$ cat src/rtl/sag_pkg.sv
package sag_pkg;
  typedef enum logic [1:0] {
    MV_INC   = 2'd0,
    MV_DEC   = 2'd1,
    MV_HOLD  = 2'd2,
    MV_BURST = 2'd3
  } move_e;

  // Beat width code to bytes: 1, 2, 4, 8.
  function automatic logic [3:0] code_to_bytes(input logic [1:0] code);
    return 4'd1 << code;
  endfunction

  function automatic logic moves_up(input move_e mv);
    return (mv == MV_INC) || (mv == MV_BURST);
  endfunction
endpackage

$ cat src/rtl/sag_cfg_decode.sv
module sag_cfg_decode
  import sag_pkg::*;
#(
  parameter int FLD_W = 14,
  localparam int CFG_W = 2*FLD_W + 4
) (
  input  logic [CFG_W-1:0] cfg_word,
  output logic [1:0]       size_code,
  output move_e            move,
  output logic [FLD_W-1:0] blk_len,
  output logic [FLD_W-1:0] stride
);
  // Layout from the top: width code, movement code, block size, stride.
  assign size_code = cfg_word[CFG_W-1 -: 2];
  assign move      = move_e'(cfg_word[CFG_W-3 -: 2]);
  assign blk_len   = cfg_word[2*FLD_W-1 : FLD_W];
  assign stride    = cfg_word[FLD_W-1 : 0];
endmodule

$ cat src/rtl/sag_count.sv
module sag_count #(
  parameter int CNT_W = 22
) (
  input  logic             clk,
  input  logic             rst_n,
  input  logic             load,
  input  logic [CNT_W-1:0] load_val,
  input  logic             step,
  input  logic [3:0]       bytes,
  output logic [CNT_W-1:0] remaining,
  output logic             last_beat
);
  logic [CNT_W-1:0] rem_q;

  function automatic logic [CNT_W-1:0] rem_after(input logic [CNT_W-1:0] r,
                                                 input logic [3:0] b);
    if (r <= CNT_W'(b)) return '0;
    return r - CNT_W'(b);
  endfunction

  assign last_beat = (rem_q <= CNT_W'(bytes));
  assign remaining = rem_q;

  always_ff @(posedge clk) begin
    if (!rst_n)    rem_q <= '0;
    else if (load) rem_q <= load_val;
    else if (step) rem_q <= rem_after(rem_q, bytes);
  end


  last_empties_chk: assert property (@(posedge clk) disable iff (!rst_n)
    (step && last_beat && !load) |=> (rem_q == '0));
endmodule

$ cat src/rtl/sag_addr_step.sv
module sag_addr_step
  import sag_pkg::*;
#(
  parameter int ADDR_W = 32,
  parameter int FLD_W  = 14,
  localparam int ACC_W = FLD_W + 1
) (
  input  logic              clk,
  input  logic              rst_n,
  input  logic              load,
  input  logic [ADDR_W-1:0] base,
  input  move_e             move,
  input  logic [FLD_W-1:0]  blk_len,
  input  logic [FLD_W-1:0]  stride,
  input  logic [3:0]        bytes,
  input  logic              step,
  output logic [ADDR_W-1:0] addr,
  output logic              block_wrap
);
  logic [ADDR_W-1:0] addr_q;
  logic [ACC_W-1:0]  acc_q;
  logic [ACC_W-1:0]  acc_sum;

  function automatic logic [ADDR_W-1:0] next_addr(input logic [ADDR_W-1:0] a,
                                                  input move_e mv,
                                                  input logic [3:0] b,
                                                  input logic wrap,
                                                  input logic [FLD_W-1:0] s);
    case (mv)
      MV_DEC:  return a - ADDR_W'(b);
      MV_HOLD: return a;
      default: return a + ADDR_W'(b) + (wrap ? ADDR_W'(s) : '0);
    endcase
  endfunction

  assign acc_sum    = acc_q + ACC_W'(bytes);
  assign block_wrap = moves_up(move) && (blk_len != '0) && (acc_sum >= ACC_W'(blk_len));
  assign addr       = addr_q;

  always_ff @(posedge clk) begin
    if (!rst_n) begin
      addr_q <= '0;
      acc_q  <= '0;
    end else if (load) begin
      addr_q <= base;
      acc_q  <= '0;
    end else if (step) begin
      addr_q <= next_addr(addr_q, move, bytes, block_wrap, stride);
      acc_q  <= block_wrap ? '0 : acc_sum;
    end
  end


  hold_fixed_chk: assert property (@(posedge clk) disable iff (!rst_n)
    (step && !load && move == MV_HOLD) |=> (addr_q == $past(addr_q)));


  idle_stable_chk: assert property (@(posedge clk) disable iff (!rst_n)
    (!step && !load) |=> $stable(addr_q));
endmodule

$ cat src/rtl/stride_addr_gen.sv
module stride_addr_gen
  import sag_pkg::*;
#(
  parameter int ADDR_W = 32,
  parameter int CNT_W  = 22,
  parameter int FLD_W  = 14,
  localparam int CFG_W = 2*FLD_W + 4
) (
  input  logic              clk,
  input  logic              rst_n,
  input  logic              start,
  input  logic [ADDR_W-1:0] base_addr,
  input  logic [CFG_W-1:0]  cfg_word,
  input  logic [CNT_W-1:0]  byte_count,
  input  logic              beat_ready,
  output logic              beat_valid,
  output logic [ADDR_W-1:0] beat_addr,
  output logic              beat_burst,
  output logic              beat_last
);
  logic             active_q;
  logic [1:0]       size_d, size_q;
  move_e            move_d, move_q;
  logic [FLD_W-1:0] blk_d, blk_q, stride_d, stride_q;
  logic [3:0]       bytes_w;
  logic [CNT_W-1:0] rem_w;
  logic             last_w, wrap_w;

  // Named events for the checks.
  logic accept, step, finish;

  sag_cfg_decode #(.FLD_W(FLD_W)) u_dec (
    .cfg_word(cfg_word), .size_code(size_d), .move(move_d),
    .blk_len(blk_d), .stride(stride_d)
  );

  assign accept  = start && !active_q && (byte_count != '0);
  assign step    = active_q && beat_ready;
  assign finish  = step && last_w;
  assign bytes_w = code_to_bytes(size_q);

  always_ff @(posedge clk) begin
    if (!rst_n) begin
      active_q <= 1'b0;
      size_q   <= '0;
      move_q   <= MV_INC;
      blk_q    <= '0;
      stride_q <= '0;
    end else if (accept) begin
      active_q <= 1'b1;
      size_q   <= size_d;
      move_q   <= move_d;
      blk_q    <= blk_d;
      stride_q <= stride_d;
    end else if (finish) begin
      active_q <= 1'b0;
    end
  end

  sag_count #(.CNT_W(CNT_W)) u_cnt (
    .clk(clk), .rst_n(rst_n), .load(accept), .load_val(byte_count),
    .step(step), .bytes(bytes_w), .remaining(rem_w), .last_beat(last_w)
  );

  sag_addr_step #(.ADDR_W(ADDR_W), .FLD_W(FLD_W)) u_addr (
    .clk(clk), .rst_n(rst_n), .load(accept), .base(base_addr),
    .move(move_q), .blk_len(blk_q), .stride(stride_q), .bytes(bytes_w),
    .step(step), .addr(beat_addr), .block_wrap(wrap_w)
  );

  assign beat_valid = active_q;
  assign beat_last  = active_q && last_w;
  assign beat_burst = active_q && (move_q == MV_BURST);


  start_load_chk: assert property (@(posedge clk) disable iff (!rst_n)
    accept |=> (beat_valid && beat_addr == $past(base_addr)));


  end_idle_chk: assert property (@(posedge clk) disable iff (!rst_n)
    finish |=> !beat_valid);


  live_count_chk: assert property (@(posedge clk) disable iff (!rst_n)
    beat_valid |-> (rem_w != '0));


  stall_hold_chk: assert property (@(posedge clk) disable iff (!rst_n)
    (beat_valid && !beat_ready) |=> (beat_valid && $stable(beat_addr) &&
                                     $stable(beat_last) && $stable(beat_burst)));


  busy_start_chk: assert property (@(posedge clk) disable iff (!rst_n)
    (beat_valid && !step) |=> $stable(rem_w));


  wrap_dir_chk: assert property (@(posedge clk) disable iff (!rst_n)
    (step && wrap_w) |=> (beat_addr == $past(beat_addr) + ADDR_W'($past(bytes_w)) +
                                       ADDR_W'($past(stride_q))));
endmodule

$ cat config.mk
export PLATFORM = sky130hd
export DESIGN_NAME = stride_addr_gen
export DESIGN_NICKNAME = d
export VERILOG_FILES = /design/src/rtl/sag_pkg.sv /design/src/rtl/sag_cfg_decode.sv /design/src/rtl/sag_count.sv /design/src/rtl/sag_addr_step.sv /design/src/rtl/stride_addr_gen.sv
export SDC_FILE = /design/constraint.sdc
export NUM_CORES = 1
export LEC_CHECK = 0
export ABC_AREA = 1
export CORE_MARGIN = 2
export CORE_UTILIZATION = 50
export CTS_BUF_LIST = sky130_fd_sc_hd__clkbuf_2 sky130_fd_sc_hd__clkbuf_4 sky130_fd_sc_hd__clkbuf_8
export DETAILED_ROUTE_END_ITERATION = 8
export MAX_ROUTING_LAYER = met4
export PLACE_DENSITY = 0.72
export SLEW_MARGIN = 15
export SYNTH_ARGS = -nofsm -noshare
export SYNTH_HDL_FRONTEND = slang
export SYNTH_SLANG_ARGS = --single-unit
$ cat constraint.sdc
create_clock -name clk -period 10.9 [get_ports clk]
set_clock_uncertainty 0.05 [all_clocks]
set_input_delay 3.27 -clock clk [delete_from_list [all_inputs] [get_ports clk]]
set_output_delay 3.27 -clock clk [all_outputs]
set_load 0.05 [all_outputs]
### After elaboration in Yosys (flattened, before gate mapping)

Index checks and enable logic that the tools add are counted.

| storage, ports and cells | value |
|---|---|
| register bits | 102 |
| memory bits (read-only) | 0 |
| bits in writable memories | 0 |
| memories | 0 |
| output and inout bits | 35 |
| latch bits | 0 |
| input port bits | 90 |

| cells by class | value |
|---|---|
| order comparisons | 2 |
| multipliers | 0 |
| bitwise operators | 1 |
| add/subtract/negate cells | 5 |
| shifts and indexed selects | 1 |
| mux-type cells | 15 |
| div/mod/pow operators | 0 |
| reductions and logical operators | 17 |
| equality and inequality tests | 4 |

Operator list:

| operator | count |
|---|---|
| $mux 22 | 4 |
| $mux 32 | 2 |
| $pmux 32 s2 | 1 |
| $add 32x32->32 | 1 |
| $add 32x4->32 | 1 |
| $sub 32x4->32 | 1 |
| $le 22x4->1 | 1 |
| $reduce_bool 22->1 | 1 |
| $sub 22x4->22 | 1 |
| $add 15x4->15 | 1 |
| $ge 15x14->1 | 1 |
| $mux 15 | 1 |
| $mux 14 | 1 |
| $reduce_bool 14->1 | 1 |
| $logic_and 1x1->1 | 8 |
| $mux 1 | 6 |
| $eq 2x2->1 const B | 2 |
| $reduce_bool 2->1 | 2 |
| $shl 1x2->4 const A | 1 |
| $eq 2x1->1 const B | 1 |
| $logic_not 2->1 | 1 |
| $ne 2x2->1 const B | 1 |
| $reduce_and 2->1 | 1 |
| $reduce_or 2->1 | 1 |
| other kinds (3) | 3 |

### Longest topological paths before layout

Gate-level depths: netlist of run 1.

| logic depth | value |
|---|---|
| depth after elaboration | 9 |
| mapped depth | 46 |
| mapped depth without buffers | 46 |

### Modules after synthesis

Synthesis of run 1 repeated with hierarchy kept, for this count alone.

| second synthesis, totals | value |
|---|---|
| cell total of the unflattened synthesis | 1505 |
| area total of the unflattened synthesis | 9069.9 µm² |

By module, submodules not included:

| module | cells each | seq. area each (µm²) | area each (µm²) | instances |
|---|---|---|---|---|
| sag_addr_step | 985 | 940.9 | 5566.6 | 1 |
| sag_count | 238 | 440.4 | 1647.8 | 1 |
| stride_addr_gen | 250 | 660.6 | 1615.3 | 1 |
| sag_cfg_decode | 32 | 0.0 | 240.2 | 1 |

### Least setup slack after synthesis of run 1

Ideal clock, no wire load.

| path | value |
|---|---|
| path type | flip-flop to output port |
| start point | register size_q[0] |
| end point | output beat_last |
| slack | 5441 ps |
| cell stages (with the launch flop) | 13 |
| buffers on the path | 0 |
| data arrival time | 2139 ps |
| cells stage by stage | dfxtp_1 -> nand2_1 -> or2_1 -> nand2_1 -> inv_1 -> ha_1 -> inv_1 -> nand2_1 -> nand2_1 -> nand2_1 -> nand2_1 -> nand3_2 -> nor2_1 |

| on the way | value |
|---|---|
| cells in the longest elaborated chain, start to end | 3 |

Ends and longest elaborated chain:

| element | RTL line | RTL |
|---|---|---|
| start, declared | stride_addr_gen.sv:22 | `logic [1:0] size_d, size_q;` |
| start signal, assigned | stride_addr_gen.sv:51 | `size_q <= size_d;` |
| $shl 1x2->4 | sag_pkg.sv:11 | `return 4'd1 << code;` |
| $le 22x4->1 | sag_count.sv:21 | `assign last_beat = (rem_q <= CNT_W'(bytes));` |
| $logic_and 1x1->1 | stride_addr_gen.sv:72 | `assign beat_last = active_q && last_w;` |
| end, declared | stride_addr_gen.sv:19 | `output logic beat_last` |

No other way between the ends.

### Final worst setup path of run 1

Ends and elaborated chain as after synthesis.

==> results of run 1 <==
[cells in the final DEF (no fill, tap or decap), drive strengths merged, types with 2 or more instances in the layout]
cell	instances
nand2	437
inv	241
nor2	153
clkdlybuf4s50	124
nand3	117
a21oi	116
dfxtp	102
o21ai	98
ha	52
nand4	30
xor2	21
nor3	20
a31oi	16
clkbuf	11
or2	11
nor4	8
buf	7
o211ai	6
and3	6
o21bai	4
o21a	3
o22ai	3
fa	3
xnor2	2
bufinv	2
[power by group]
group	total (mW)	leakage, nW	internal, mW	switching, mW
combinational	0.474	4.02	0.163	0.311
sequential	0.438	0.839	0.403	0.0356
clock	0.299	0.118	0.145	0.155
[tightest hold or removal path: cells and delay by family (launching register included)]
family                 cells  cell delay, ns
AOI/OAI and AO/OA          1            0.05
buffers and inverters      1            0.06
DFF                        1            0.31
[final cells by class]
class | instances | area [sq um] | area share (%)
multi-input combinational | 1115 | 5720 | 54.6
sequential | 102 | 2040 | 19.5
timing repair buffer | 131 | 1290 | 12.4
inverter | 240 | 901 | 8.60
tap | 225 | 282 | 2.69
clock buffer | 11 | 151 | 1.45
clock inverter | 5 | 87.6 | 0.836
[path summary, 6_finish.rpt]
path	to	slack (ns)	depth (start not counted)
hold / removal	stride_q[4]	0.41	2
hold reg to reg	stride_q[4]	0.41	2
setup reg to reg	u_addr.addr[31]	4.90	31
setup / recovery	beat_last	4.42	12
[layer usage]
metal	up-vias	GRT usage, %
met5	-	-
met4	0	11.7
met3	69	4.86
met2	308	51.1
met1	4438	39.0
li1	5021	-
[metrics by stage]
| stage | setup slack (ns) | total power, mW | cells |
|---|---|---|---|
| after CTS | 4.39 | 1.21 | 1829 |
| final | 4.42 | 1.21 | 1829 |
| after global routing | 4.22 | 1.29 | 1829 |
| after global placement | 4.43 | 0.909 | 1813 |
| after floorplan | 5.44 | 0.767 | 1499 |
| after detailed placement | 4.35 | 0.915 | 1813 |
[registers in the layout (all words and copies together), names as in the netlist]
signal	cells
u_addr.addr	32
u_cnt.remaining	22
u_addr.acc_q	15
blk_q	14
stride_q	14
move_q	2
size_q	2
beat_valid	1
[logic make-up (layout without fill, tap and decap cells)]
group	Yosys count	in the layout	synth area share, %
AOI/OAI and AO/OA	252	252	15.4
xor gates and xnor gates	23	23	2.36
adders and majority gates	55	55	8.01
buffers and inverters	282	387	12.5
DFF	102	102	23.0
and+or+nand+nor	785	785	38.6
==> run summary, run 1 <==
======================================================================================================
Largest area contributor in the netlist ................................................. sky130_fd_sc_hd__dfxtp_1
Pin count of the biggest net entering global routing ....................................           91
Sum of overflow across all layers after global routing ..................................            0
Post-Synthesis Cell Area ................................................................   8870 sq um
Critical hold path startpoint ...........................................................  stride_q[4]
PortBufs ................................................................................          124
Slew at the pin closest to its max-slew limit ...........................................     0.953 ns
Sequential-to-total area share from yosys stat ..........................................        23.0%
Clock period minus worst slack ..........................................................      6.48 ns
Worst min-delay path category ...........................................................   reg -> reg
Wire length of the first global-routing pass ............................................ 44900 microns
Detailed router's first-iteration violation count .......................................          601
Type of element capturing the critical path .............................................   output pin
Number of instances in the synthesized netlist ..........................................         1499
Start of the worst register-to-register path ............................................    size_q[0]
List of most frequent post-synthesis cells .............................................. sky130_fd_sc_hd__nand2_1, sky130_fd_sc_hd__inv_1, sky130_fd_sc_hd__nor2_1, sky130_fd_sc_hd__nand3_1, sky130_fd_sc_hd__a21oi_1
Worst-path cell with the longest stage delay ............................................ sky130_fd_sc_hd__clkdlybuf4s50_1
Worst path max stage delay ..............................................................      0.81 ns
Residual DRC ............................................................................            0
Ratio of cells with drive above 1 in the final layout ...................................        5.36%
Main area contributors after synthesis .................................................. sky130_fd_sc_hd__dfxtp_1, sky130_fd_sc_hd__nand2_1, sky130_fd_sc_hd__inv_1, sky130_fd_sc_hd__ha_1, sky130_fd_sc_hd__nand3_1
Number of optimization iterations in the first detailed-route pass ......................            5
Met2 routed wirelength .................................................................. 13100 microns
Max-cap violations ......................................................................            0
Sum of negative setup slack .............................................................         0 ns
Num rows ................................................................................           48
Top sig layer ...........................................................................         met4
H-Tree Depth ............................................................................            3
Final critical-path share of the clock period ...........................................        59.5%
Resize count post-CTS ...................................................................            0
Average wire length per cell after detail routing ....................................... 15.3 microns
Worst VDD drop ..........................................................................  0.0000804 V
Hold slack ..............................................................................     0.408 ns
Worst path required time ................................................................      7.58 ns
Chain of cells forming the critical path ................................................ nor2_1 -> ha_1 -> inv_1 -> ha_1 -> inv_1 -> nand2_1 -> nand2_1 -> nand2_1 -> nand2_1 -> nand3_2 -> nor2_1 -> clkdlybuf4s50_1
RSZ-0062 raised after global routing ....................................................        false
Critical path launch point ..............................................................    size_q[0]
Layout overhead on the synthesized area .................................................        18.1%
Clock Tree Buf Depth ....................................................................            2
Num CTS Buffers .........................................................................            9
# hold bufs at CTS ......................................................................            0
DIE WIDTH ...............................................................................  137 microns
DIE AREA ................................................................................  18800 sq um
Synth Flop Type ......................................................................... sky130_fd_sc_hd__dfxtp_1
Total via count after detailed routing ..................................................         9836
Routed WL ............................................................................... 28100 microns
Number of hold violations in the final report ...........................................            0
Cell with the most instances after synthesis ............................................ sky130_fd_sc_hd__nand2_1
Via count of the first global-routing pass ..............................................         9078
CTS tree ................................................................................          yes
Endpoints failing setup .................................................................            0
Die Y ...................................................................................  137 microns
Post-CTS setup buffer count .............................................................            0
Synth warn ..............................................................................            0
Static power due to leakage .............................................................      4.98 nW
Met3 wire len ........................................................................... 1590 microns
Clock net sink count ....................................................................          102
Post-synthesis async set-or-reset flop share ............................................           0%
Detailed placement HPWL ................................................................. 21300 microns
Initial cell density of the core ........................................................        51.3%
Kind of critical path ...................................................................   reg -> out
Clock transition at the register clock pins on the worst setup and hold paths after CTS .      0.11 ns
Source-to-sink clock delay at the later pin of the worst-skew pair ......................      0.41 ns
Number of pins exceeding their max-slew limit in the final report .......................            0
Final design utilization ................................................................        60.6%
Crit path launch type ...................................................................    flip-flop
Fin nets ................................................................................         1744
Endpoint arrival time on the critical path ..............................................      3.16 ns
Total global-route track usage ..........................................................        31.3%
Post-synth EDFFs ........................................................................            0
Final cell area excluding filler cells ..................................................  10500 sq um
Kind of cell adding the most delay to the critical path ................................. simple AND/OR/NAND/NOR gates
Power density of the placed cells .......................................................  116 nW/um^2
Synthesized netlist net count ...........................................................         1644
Fill count ..............................................................................         1790
Antenna violations before repair ........................................................            0
Final Wtd Congestion ....................................................................        0.975
Number of antenna-violating nets in the routed design ...................................            0
Bufs and invs on worst path .............................................................            3
Worst slew margin relative to its limit .................................................        36.2%
Top cell type's share of synthesized area ...............................................        23.0%
Distinct cell type count after synthesis ................................................           54
Antenna fix cells .......................................................................            0
Core Footprint ..........................................................................  17300 sq um
Max frequency ...........................................................................      154 MHz
Most used cell, CP ...................................................................... sky130_fd_sc_hd__nand2_1
Post-placement cell area ................................................................  10200 sq um
Vias/cell ...............................................................................         5.38
Routed length on met1 ................................................................... 12300 microns
Buffer cell driving the clock tree root ................................................. sky130_fd_sc_hd__clkbuf_8
Result of the run ....................................................................... complete, no violations
Critical path fanouts, max ..............................................................            7
Syn avg cell area .......................................................................   5.92 sq um
Number of flip-flops and latches in the synthesized netlist .............................          102
Boundary Pins ...........................................................................          125
======================================================================================================
No activity file was read; power rests on OpenSTA's default activity.
==> inputs of run 2 (changes only) <==
Settings changed: PLACE_DENSITY 0.72 to 0.75.
Clock period 10.9 ns to 5.7 ns, I/O delays scaled along.
==> run 2 against run 1 <==
Clock power increased by 61%. Hold slack improved by 0.013 ns. Highest routed layer unchanged. Die area did not move. Non-clock buffer count rose by 9. Total power up 86%. Count of clock-buffer cells in the layout is 2 lower. Critical path type is now reg -> reg.
==> run summary, run 2 (synthesis results as in run 1) <==
======================================================================================================
Final critical-path share of the clock period ...........................................        94.2%
Ratio of cells with drive above 1 in the final layout ...................................        6.94%   was 5.36%
Boundary Pins ...........................................................................          125   unchanged
Clock net sink count ....................................................................          102   unchanged
Number of cells traversed by the worst hold path ........................................            2   unchanged
Critical path fanouts, max ..............................................................           13   was 7
Static power due to leakage .............................................................      5.02 nW   was 4.98 nW
Endpoint arrival time on the critical path ..............................................      5.64 ns   was 3.16 ns
Most used cell, CP ...................................................................... sky130_fd_sc_hd__nand3_1   was sky130_fd_sc_hd__nand2_1
Number of hold violations in the final report ...........................................            0   unchanged
Most heavily used metal layer in global routing .........................................         met2   unchanged
Antenna violations before repair ........................................................            0   unchanged
Result of the run ....................................................................... complete, no violations   unchanged
Num rows ................................................................................           48   unchanged
Kind of critical path ...................................................................   reg -> reg   was reg -> out
Worst setup slack for register-to-register paths ........................................      0.33 ns   was 4.90 ns
Layout overhead on the synthesized area .................................................        19.3%   was 18.1%
Worst-path cell with the longest stage delay ............................................ sky130_fd_sc_hd__fa_1   was sky130_fd_sc_hd__clkdlybuf4s50_1
Pin count of the biggest net entering global routing ....................................           75   was 91
R2R depth ...............................................................................           35   was 31
Overall power consumption ...............................................................      2.26 mW   was 1.21 mW
Type of element capturing the critical path .............................................    flip-flop   was output pin
Clock transition at the register clock pins on the worst setup and hold paths after CTS .      0.11 ns   about the same
Detailed placement HPWL ................................................................. 22100 microns   was 21300 microns
Start of the worst register-to-register path ............................................    size_q[0]   unchanged
Fin nets ................................................................................         1754   was 1744
Slew at the pin closest to its max-slew limit ...........................................      1.14 ns   was 0.953 ns
Final cell area excluding filler cells ..................................................  10600 sq um   was 10500 sq um
Destination of the worst register-to-register timing path ............................... u_addr.addr[20]   was u_addr.addr[31]
Sum of negative setup slack .............................................................         0 ns   unchanged
Critical hold path startpoint ...........................................................  stride_q[4]   unchanged
Total via count after detailed routing ..................................................         9935   was 9836
Power density of the placed cells .......................................................  213 nW/um^2   was 116 nW/um^2
# hold bufs at CTS ......................................................................            0   unchanged
Max reg flops ...........................................................................           32   unchanged
Combinational Power Share ...............................................................        41.5%   was 39.1%
Worst path required time ................................................................      5.97 ns   was 7.58 ns
Worst VDD drop ..........................................................................   0.000141 V   was 0.0000804 V
Leading cell types in the layout, fill and taps excluded ................................ sky130_fd_sc_hd__nand2_1, sky130_fd_sc_hd__inv_1, sky130_fd_sc_hd__nor2_1   unchanged
Initial cell density of the core ........................................................        51.3%   unchanged
Max-cap violations ......................................................................            0   unchanged
Final design utilization ................................................................        61.1%   was 60.6%
Antenna fix cells .......................................................................            0   unchanged
PortBufs ................................................................................          124   unchanged
Internal portion of total power .........................................................      1.26 mW   was 0.710 mW
Crit path launch type ...................................................................    flip-flop   unchanged
Endpoint with the worst hold slack ......................................................  stride_q[4]   unchanged
Part of the power in registers ..........................................................        37.2%   was 36.1%
DIE WIDTH ...............................................................................  137 microns   unchanged
Num CTS Buffers .........................................................................            9   unchanged
Worst min-delay path category ...........................................................   reg -> reg   unchanged
Global routing met1 resource utilization ................................................        41.6%   was 39.0%
Die Y ...................................................................................  137 microns   unchanged
Met2 Track Usage GR .....................................................................        51.5%   was 51.1%
Via count of the first global-routing pass ..............................................         9242   was 9078
Leading cell type in the layout, fill and taps excluded ................................. sky130_fd_sc_hd__nand2_1   unchanged
Max frequency ...........................................................................      186 MHz
Vias/cell ...............................................................................         5.40   was 5.38
Net switching fraction of the power .....................................................        44.2%   was 41.4%
Source-to-sink clock delay at the later pin of the worst-skew pair ......................      0.42 ns   was 0.41 ns
Buffer cell driving the clock tree root ................................................. sky130_fd_sc_hd__clkbuf_8   unchanged
Endpoints failing setup .................................................................            0   unchanged
Sum of overflow across all layers after global routing ..................................            0   unchanged
M3 GR Usage .............................................................................        2.98%   was 4.86%
Final Wtd Congestion ....................................................................        0.967   was 0.975
Residual DRC ............................................................................            0   unchanged
Wire length of the first global-routing pass ............................................ 45800 microns   was 44900 microns
Worst path max stage delay ..............................................................      0.45 ns   was 0.81 ns
Switch Pwr ..............................................................................     0.996 mW   was 0.502 mW
Number of antenna-violating nets in the routed design ...................................            0   unchanged
Number of optimization iterations in the first detailed-route pass ......................            5   unchanged
Clock share of power ....................................................................        21.3%   was 24.7%
Total global-route track usage ..........................................................        31.9%   was 31.3%
Detailed router's first-iteration violation count .......................................          682   was 601
CTS tree ................................................................................          yes   unchanged
Routed WL ............................................................................... 29300 microns   was 28100 microns
Clock Tree Buf Depth ....................................................................            2   unchanged
Number of pins exceeding their max-slew limit in the final report .......................            0   unchanged
Average wire length per cell after detail routing ....................................... 16.0 microns   was 15.3 microns
Post-placement cell area ................................................................  10300 sq um   was 10200 sq um
H-Tree Depth ............................................................................            3   unchanged
DIE AREA ................................................................................  18800 sq um   unchanged
Clock period minus worst slack ..........................................................      5.37 ns
Core Footprint ..........................................................................  17300 sq um   unchanged
Worst slew margin relative to its limit .................................................        23.4%   was 36.2%
======================================================================================================
## run 2: cell types whose count changed in the layout (fill, tap and decap cells not counted), moves of 3 or more
| cell | before | now |
|---|---|---|
| sky130_fd_sc_hd__nand2_2 | 12 | 18 |
| sky130_fd_sc_hd__buf_4 | 7 | 16 |
| sky130_fd_sc_hd__nand2_1 | 420 | 415 |
| sky130_fd_sc_hd__ha_1 | 52 | 49 |
## run 2: through the flow
| step | setup WS (ns) | cells | hold slack [ns] |
|---|---|---|---|
| after detailed placement | 0.157 | 1817 | 0.404 |
| after CTS | 0.123 | 1833 | 0.421 |
| after global routing | -0.0552 | 1839 | 0.443 |
| after global placement | 0.242 | 1817 | 0.396 |
| after floorplan | 0.764 | 1499 | 0.380 |
| final | 0.330 | 1839 | 0.421 |
## run 2: layout make-up
| type | instances | area (sq um) |
|---|---|---|
| Clock inverter | 7 | 66.3 |
| Fill cell | 1750 | 6720 |
| Multi-Input combinational cell | 1116 | 5790 |
| Tap cell | 225 | 282 |
| Inverter | 240 | 901 |
| Sequential cell | 102 | 2050 |
| Timing Repair Buffer | 140 | 1360 |
| Clock buffer | 9 | 124 |
## run 2: how the worst max path moves through the flow
stage | slack, ns | to | startpoint | depth (start not counted)
finish | 0.33 | u_addr.addr[20] | size_q[0] | 35
global route | -0.06 | u_addr.addr[25] | size_q[0] | 42
CTS | 0.12 | u_addr.addr[27] | size_q[0] | 41
detailed placement | 0.16 | u_addr.addr[20] | size_q[0] | 33
global placement | 0.24 | u_addr.addr[27] | size_q[0] | 41
floorplan | 0.76 | u_addr.addr[24] | size_q[1] | 37
## run 2: critical path, delay by kind of cell, from the launching register on
kind | cells | cell delay, ns
buffers and inverters | 5 | 0.29
DFF | 1 | 0.40
xor gates and xnor gates | 1 | 0.17
and+or+nand+nor | 22 | 2.67
AOI/OAI and AO/OA | 3 | 0.34
adders and majority gates | 4 | 1.36
## run 2: power by group through the flow
stage	clock network [mW]	logic, mW	registers, mW
6_report	0.480	0.935	0.840
5_1_grt	0.518	1.04	0.846
4_1_cts	0.490	0.916	0.837
3_5_place_dp	0	0.910	0.853
3_3_place_gp	0	0.906	0.853
2_1_floorplan	0	0.568	0.900
## run 2: metal layers
metal / share of wire, % / up-vias
met2: 46 / 364
met5: 0 / -
met4: 2.7 / 0
met3: 5.7 / 48
met1: 45 / 4495
li1: - / 5028
## run 2: timing repair
| item | CTS | global route |
|---|---|---|
| endpoints found under the setup margin | 0 | 27 |
| setup buffers | 0 | 5 |
| gates resized for setup | 0 | 18 |
